$ cat src/rtl/win_pwm_pkg.sv
package win_pwm_pkg;
  localparam int unsigned DATA_W = 16;

  // Register map: address 0 holds the maximum count, then channel c uses a pair of words.
  function automatic int unsigned start_addr(int unsigned ch);
    return 1 + 2 * ch;
  endfunction

  function automatic int unsigned stop_addr(int unsigned ch);
    return 2 + 2 * ch;
  endfunction
endpackage

$ cat src/rtl/win_pwm_regs.sv
module win_pwm_regs
  import win_pwm_pkg::*;
#(
  parameter int unsigned NCH = 4,
  parameter int unsigned CW  = 10,
  parameter int unsigned AW  = 4
) (
  input  logic                    clk_i,
  input  logic                    rst_ni,
  input  logic                    we_i,
  input  logic [AW-1:0]           addr_i,
  input  logic [DATA_W-1:0]       wdata_i,
  output logic [DATA_W-1:0]       rdata_o,
  output logic [CW-1:0]           sh_max_o,
  output logic [NCH-1:0][CW-1:0]  sh_start_o,
  output logic [NCH-1:0][CW-1:0]  sh_stop_o
);
  logic [CW-1:0] max_q;

  always_ff @(posedge clk_i or negedge rst_ni) begin
    if (!rst_ni)                         max_q <= '0;
    else if (we_i && addr_i == AW'(0))   max_q <= wdata_i[CW-1:0];
  end
  assign sh_max_o = max_q;

  for (genvar c = 0; c < NCH; c++) begin : g_ch
    localparam logic [AW-1:0] A_ST = AW'(start_addr(c));
    localparam logic [AW-1:0] A_SP = AW'(stop_addr(c));
    logic [CW-1:0] st_q, sp_q;

    always_ff @(posedge clk_i or negedge rst_ni) begin
      if (!rst_ni) begin
        st_q <= '0;
        sp_q <= '0;
      end else if (we_i) begin
        if (addr_i == A_ST) st_q <= wdata_i[CW-1:0];
        if (addr_i == A_SP) sp_q <= wdata_i[CW-1:0];
      end
    end
    assign sh_start_o[c] = st_q;
    assign sh_stop_o[c]  = sp_q;
  end

  always_comb begin
    rdata_o = '0;
    if (addr_i == AW'(0)) rdata_o[CW-1:0] = max_q;
    for (int unsigned c = 0; c < NCH; c++) begin
      if (addr_i == AW'(start_addr(c))) rdata_o[CW-1:0] = sh_start_o[c];
      if (addr_i == AW'(stop_addr(c)))  rdata_o[CW-1:0] = sh_stop_o[c];
    end
  end
endmodule

$ cat src/rtl/win_pwm_timebase.sv
module win_pwm_timebase #(
  parameter int unsigned CW = 10
) (
  input  logic          clk_i,
  input  logic          rst_ni,
  input  logic          en_i,
  input  logic          tick_i,
  input  logic [CW-1:0] sh_max_i,
  output logic [CW-1:0] cnt_o,
  output logic [CW-1:0] act_max_o,
  output logic          load_o
);
  logic [CW-1:0] cnt_q, max_q;
  logic          at_top;

  assign at_top = (cnt_q == max_q);
  // Working copies refresh on wrap, or continuously while disabled.
  assign load_o = !en_i || (tick_i && at_top);

  always_ff @(posedge clk_i or negedge rst_ni) begin
    if (!rst_ni) begin
      cnt_q <= '0;
      max_q <= '0;
    end else begin
      if (load_o) begin
        cnt_q <= '0;
        max_q <= sh_max_i;
      end else if (tick_i) begin
        cnt_q <= cnt_q + 1'b1;
      end
    end
  end

  assign cnt_o     = cnt_q;
  assign act_max_o = max_q;
endmodule

$ cat src/rtl/win_pwm_chan.sv
module win_pwm_chan #(
  parameter int unsigned CW = 10
) (
  input  logic          clk_i,
  input  logic          rst_ni,
  input  logic          en_i,
  input  logic          load_i,
  input  logic [CW-1:0] sh_start_i,
  input  logic [CW-1:0] sh_stop_i,
  input  logic [CW-1:0] cnt_i,
  input  logic [CW-1:0] act_max_i,
  output logic          pwm_o
);
  logic [CW-1:0] st_q, sp_q;
  logic          lvl, pwm_q;

  always_ff @(posedge clk_i or negedge rst_ni) begin
    if (!rst_ni) begin
      st_q <= '0;
      sp_q <= '0;
    end else if (load_i) begin
      st_q <= sh_start_i;
      sp_q <= sh_stop_i;
    end
  end

  always_comb begin
    if (st_q == sp_q)          lvl = 1'b0;   // equal wins over beyond-max
    else if (sp_q > act_max_i) lvl = 1'b1;
    else if (st_q < sp_q)      lvl = (cnt_i >= st_q) && (cnt_i < sp_q);
    else                       lvl = (cnt_i >= st_q) || (cnt_i < sp_q);
  end

  always_ff @(posedge clk_i or negedge rst_ni) begin
    if (!rst_ni) pwm_q <= 1'b0;
    else         pwm_q <= en_i && lvl;
  end

  assign pwm_o = pwm_q;
endmodule

$ cat src/rtl/win_pwm.sv
module win_pwm
  import win_pwm_pkg::*;
#(
  parameter int unsigned NCH = 4,
  parameter int unsigned CW  = 10,
  localparam int unsigned AW = $clog2(2 * NCH + 1)
) (
  input  logic              clk_i,
  input  logic              rst_ni,
  input  logic              en_i,
  input  logic              tick_i,
  input  logic              reg_we_i,
  input  logic [AW-1:0]     reg_addr_i,
  input  logic [DATA_W-1:0] reg_wdata_i,
  output logic [DATA_W-1:0] reg_rdata_o,
  output logic [NCH-1:0]    pwm_o
);
  logic [CW-1:0]          sh_max;
  logic [NCH-1:0][CW-1:0] sh_start, sh_stop;
  logic [CW-1:0]          cnt, act_max;
  logic                   load;

  win_pwm_regs #(.NCH(NCH), .CW(CW), .AW(AW)) u_regs (
    .clk_i, .rst_ni,
    .we_i(reg_we_i), .addr_i(reg_addr_i), .wdata_i(reg_wdata_i), .rdata_o(reg_rdata_o),
    .sh_max_o(sh_max), .sh_start_o(sh_start), .sh_stop_o(sh_stop)
  );

  win_pwm_timebase #(.CW(CW)) u_tb (
    .clk_i, .rst_ni, .en_i, .tick_i,
    .sh_max_i(sh_max), .cnt_o(cnt), .act_max_o(act_max), .load_o(load)
  );

  for (genvar c = 0; c < NCH; c++) begin : g_chan
    win_pwm_chan #(.CW(CW)) u_chan (
      .clk_i, .rst_ni, .en_i, .load_i(load),
      .sh_start_i(sh_start[c]), .sh_stop_i(sh_stop[c]),
      .cnt_i(cnt), .act_max_i(act_max), .pwm_o(pwm_o[c])
    );
  end
endmodule

$ cat config.mk
export PLATFORM = sky130hd
export DESIGN_NAME = win_pwm
export DESIGN_NICKNAME = d
export VERILOG_FILES = /design/src/rtl/win_pwm_pkg.sv /design/src/rtl/win_pwm_regs.sv /design/src/rtl/win_pwm_timebase.sv /design/src/rtl/win_pwm_chan.sv /design/src/rtl/win_pwm.sv
export SDC_FILE = /design/constraint.sdc
export NUM_CORES = 1
export LEC_CHECK = 0
export ABC_AREA = 1
export CAP_MARGIN = 20
export CORE_MARGIN = 2
export CORE_UTILIZATION = 35
export CTS_CLUSTER_SIZE = 24
export DETAILED_ROUTE_END_ITERATION = 8
export PLACE_DENSITY = 0.61
export SYNTH_ARGS = -nofsm -noshare
export SYNTH_HDL_FRONTEND = slang
export SYNTH_SLANG_ARGS = --single-unit
$ cat constraint.sdc
create_clock -name clk_i -period 1.91 [get_ports clk_i]
set_input_delay 0.382 -clock clk_i [delete_from_list [all_inputs] [get_ports clk_i]]
set_output_delay 0.382 -clock clk_i [all_outputs]
set_load 0.02 [all_outputs]
==> impl_results.rst <==
.. list-table::
   :header-rows: 1

   * - Metric
     - Value
   * - Worst IR drop on VDD
     - 0.737 mV
   * - Grt ovf
     - 0
   * - Type of element capturing the critical path
     - primary output
   * - Clock-pin slew reported for the worst setup and hold paths after clock tree synthesis
     - ~0.07 ns
   * - Largest net degree at the start of global routing
     - 46
   * - Detailed placer's ending HPWL
     - 30.3 mm
   * - Layout cells sized above 1
     - 18.0%
   * - CTS sink cnt
     - between 150 and 200
   * - Setup Viol. Count Final
     - 10
   * - Class of the worst hold path
     - input port to register
   * - Ant. Diodes
     - 0
   * - Violated checks
     - setup timing
   * - TritonCTS clock tree
     - yes
   * - Final Hold Vio Count
     - 0
   * - Clock latency at the later pin of the worst-skew pair
     - 0.45 ns
   * - Warnings from Yosys
     - 0
   * - Die Y
     - approximately 190 um
   * - Critical path arrival
     - 1.66 ns
   * - I/O Pins
     - 45
   * - H-tree level count
     - 4
   * - Top cell types by occurrence after synthesis
     - 541 x sky130_fd_sc_hd__nand2_1, 194 x sky130_fd_sc_hd__dfrtp_1, 183 x sky130_fd_sc_hd__inv_1
   * - Number of instances in the synthesized netlist
     - about 1600
   * - Vias per cell
     - 5.03
   * - Critical Path Source Type
     - input port
   * - Flop-to-flop setup slack
     - 0.06 ns
   * - Area of the die
     - 37100 sq um
   * - Transition at the pin with the smallest max-transition slack
     - 0.499 ns
   * - Dominant cells by area after synthesis
     - sky130_fd_sc_hd__dfrtp_1 39%, sky130_fd_sc_hd__nand2_1 16%, sky130_fd_sc_hd__ha_1 16%, sky130_fd_sc_hd__inv_1 5.5%, sky130_fd_sc_hd__nand3_1 5.4%
   * - Overall routing resource usage
     - 22.1%
   * - Detailed-routing iteration count for the pre-antenna-repair pass
     - 7
   * - Number of DRC markers after the initial detailed-route iteration
     - around 1000
   * - Post-route ant nets
     - 0
   * - Total leakage power
     - 8.26 nW
   * - Max Fclk
     - 0.491 GHz
   * - RSZ-0062 raised after global routing
     - true
   * - Max-cap violations
     - 0
   * - Power density over the cells
     - between 1000 and 1500 nW/um^2
   * - Setup CP Type
     - input port to primary output
   * - Highest fanout seen on the critical path
     - 5
   * - Fraction of registers with async set/reset
     - 100%
   * - Final design area excluding fillers
     - 15600 sq um
   * - Cells after DPL
     - 2207
   * - Required time of the worst setup path
     - 1.53 ns
   * - Library cell occupying the most area in the post-synthesis netlist
     - sky130_fd_sc_hd__dfrtp_1
   * - Number of standard cells in the final layout excluding fillers
     - around 2300
   * - Core region area
     - around 35000 sq um
   * - Via count of the first global-routing pass
     - around 11000
   * - Horizontal extent of the die
     - about 190 um
   * - DRC violations left
     - 0
   * - Min Tclk post-route
     - 2.04 ns
   * - Distinct cell type count of the synthesized netlist
     - 32
   * - Layout-stage area growth over the synthesis result
     - 25.6%
   * - Number of enable flip-flop cells after synthesis
     - 0
   * - Worst setup slack after layout
     - -0.128 ns
   * - Area share of the largest cell type after synthesis
     - 39.0%
   * - Number of nets in the layout
     - 1979
   * - Total count of max-transition violations in the final report
     - 0
   * - Final clock skew
     - approximately 0.017 ns
   * - Flip-flop and latch count after synthesis
     - 194
   * - Netlist Area Pre-Place
     - 12400 sq um
   * - Initial core utilization
     - 35.2%
   * - Dominant register cell in the synthesized netlist
     - sky130_fd_sc_hd__dfrtp_1
   * - Detail-routed net length per standard cell
     - 17.9 um
   * - Deepest clock path buffer count
     - 2
   * - Sequential cell area fraction in the yosys report
     - 39.0%
   * - Status
     - finished, violations left
   * - Core Rows
     - 69
   * - Routed wire length
     - 40.6 mm
   * - Library cell with the highest instance count after synthesis
     - sky130_fd_sc_hd__nand2_1
   * - Buffers added on ports
     - 32
   * - Mean instance size in the synthesized netlist
     - 7.57 sq um
   * - Routability cong.
     - 0.901
   * - Worst slew margin
     - 66.3%
   * - Period utilisation layout
     - 107%
   * - First-pass GRT wire length
     - 61.5 mm
   * - CTS buffer count
     - 17
   * - Number of antenna violations at the first check in global routing
     - 0
   * - Total via count after detailed routing
     - 11420
   * - Root Driver
     - sky130_fd_sc_hd__clkbuf_16
   * - Overall power consumption
     - roughly 0.016 W
   * - Dpl cell area
     - 14200 sq um
==> critical path, stage by stage <==
cell and delay [ns]:
sky130_fd_sc_hd__buf_8 0.10, sky130_fd_sc_hd__inv_4 0.05, sky130_fd_sc_hd__nand2_4 0.06, sky130_fd_sc_hd__buf_6 0.12, sky130_fd_sc_hd__nor3_4 0.18, sky130_fd_sc_hd__buf_6 0.17, sky130_fd_sc_hd__nand2_2 0.06, sky130_fd_sc_hd__nand3_2 0.07
sky130_fd_sc_hd__nor2_1 0.04, sky130_fd_sc_hd__nand4_1 0.13, sky130_fd_sc_hd__nand2_1 0.08, sky130_fd_sc_hd__nand2_2 0.08, sky130_fd_sc_hd__buf_6 0.11
==> cell type report <==
class | count | area (sq um)
Fill cell | 3505 | 19700
Multi-Input combinational cell | 1200 | 6930
Sequential cell | 194 | 4870
Timing Repair Buffer | 197 | 1900
Inverter | 186 | 726
Tap cell | 461 | 577
Clock buffer | 19 | 453
Clock inverter | 13 | 156
Timing Repair inverter | 1 | 7.51
==> through the flow <==
step / setup TNS (ns) / utilization (%) / setup slack (ns) / hold slack [ns]
2_1_floorplan: 0 / - / 0.109 / 0.0864
3_3_place_gp: -30.67 / 40.1 / -0.948 / 0.375
3_5_place_dp: -34.39 / 40.1 / -0.979 / 0.376
4_1_cts: -0.673 / 42.5 / -0.0943 / 0.299
5_1_grt: -1.65 / 44.2 / -0.190 / 0.333
6_report: -0.882 / 44.2 / -0.128 / 0.323
==> logic make-up (layout without fill, tap and decap cells) <==
kind of cell | after synthesis | in the layout | synth area share, %
AO/OA/AOI/OAI | 192 | 192 | 8.39
XOR/XNOR | 5 | 5 | 0.352
adder cells (fa/ha/maj) | 157 | 157 | 15.8
buffers and inverters | 255 | 416 | 8.77
flip-flops | 194 | 194 | 39.0
other | 1 | 6 | 0.0302
AND/OR/NAND/NOR | 839 | 840 | 27.6
==> cell usage in the layout (no fill, tap or decap), drive strengths merged, types with 2 or more instances in the layout <==
cell type | synthesis | layout
nand2 | 542 | 542
dfrtp | 194 | 194
inv | 185 | 188
buf | 36 | 178
ha | 157 | 157
nand3 | 135 | 135
nor2 | 114 | 115
o21ai | 97 | 97
a21oi | 61 | 61
nand4 | 24 | 24
clkbuf | 33 | 21
clkdlybuf4s50 | 0 | 16
nor3 | 13 | 13
a21o | 11 | 11
or2 | 10 | 10
clkinv | 1 | 7
o21bai | 6 | 6
conb | 1 | 6
clkinvlp | 0 | 5
o211ai | 5 | 5
o21a | 4 | 4
o22ai | 4 | 4
xor2 | 4 | 4
o41ai | 2 | 2
a21boi | 2 | 2
==> registers in the layout, indices dropped and copies added, names as in the netlist <==
name / cells
u_tb.cnt_o: 10
g_chan.u_chan.st_q: 40
u_regs.g_ch.sp_q: 40
u_regs.g_ch.st_q: 40
g_chan.u_chan.sp_q: 40
u_regs.sh_max_o: 10
g_chan.u_chan.pwm_o: 4
u_tb.act_max_o: 10
==> layer usage <==
metal  global-route usage (%)  wire length (um)
met5                        0                 0
met4                     5.46               816
met3                     2.93              2210
met2                     34.2             18100
met1                     32.4             19400
==> timing repair <==
item	in CTS	in global routing
cloned	4	4
setup buffers	4	21
endpoints found under the setup margin	28	99
hold buffers	1	0
hold endpoints to repair	37	0
pin swaps	24	33
resized for setup	129	92
==> worst paths after layout <==
path,startpoint,to,depth (start not counted)
setup reg to reg,u_tb.act_max_o[4],g_chan[1].u_chan.pwm_o,11
setup / recovery,reg_addr_i[2],reg_rdata_o[7],13
hold reg to reg,u_regs.g_ch[3].sp_q[2],g_chan[3].u_chan.sp_q[2],2
hold / removal,en_i,g_chan[2].u_chan.st_q[0],3
min in group asynchronous,rst_ni,g_chan[3].u_chan.st_q[3],2
max in group asynchronous,rst_ni,g_chan[0].u_chan.sp_q[7],3
==> power breakdown <==
group | switching, W | internal, W
combinational | 0.00361 | 0.00265
sequential | 0.000997 | 0.00499
clock | 0.00188 | 0.00184
(Power assumes the default switching activity.)
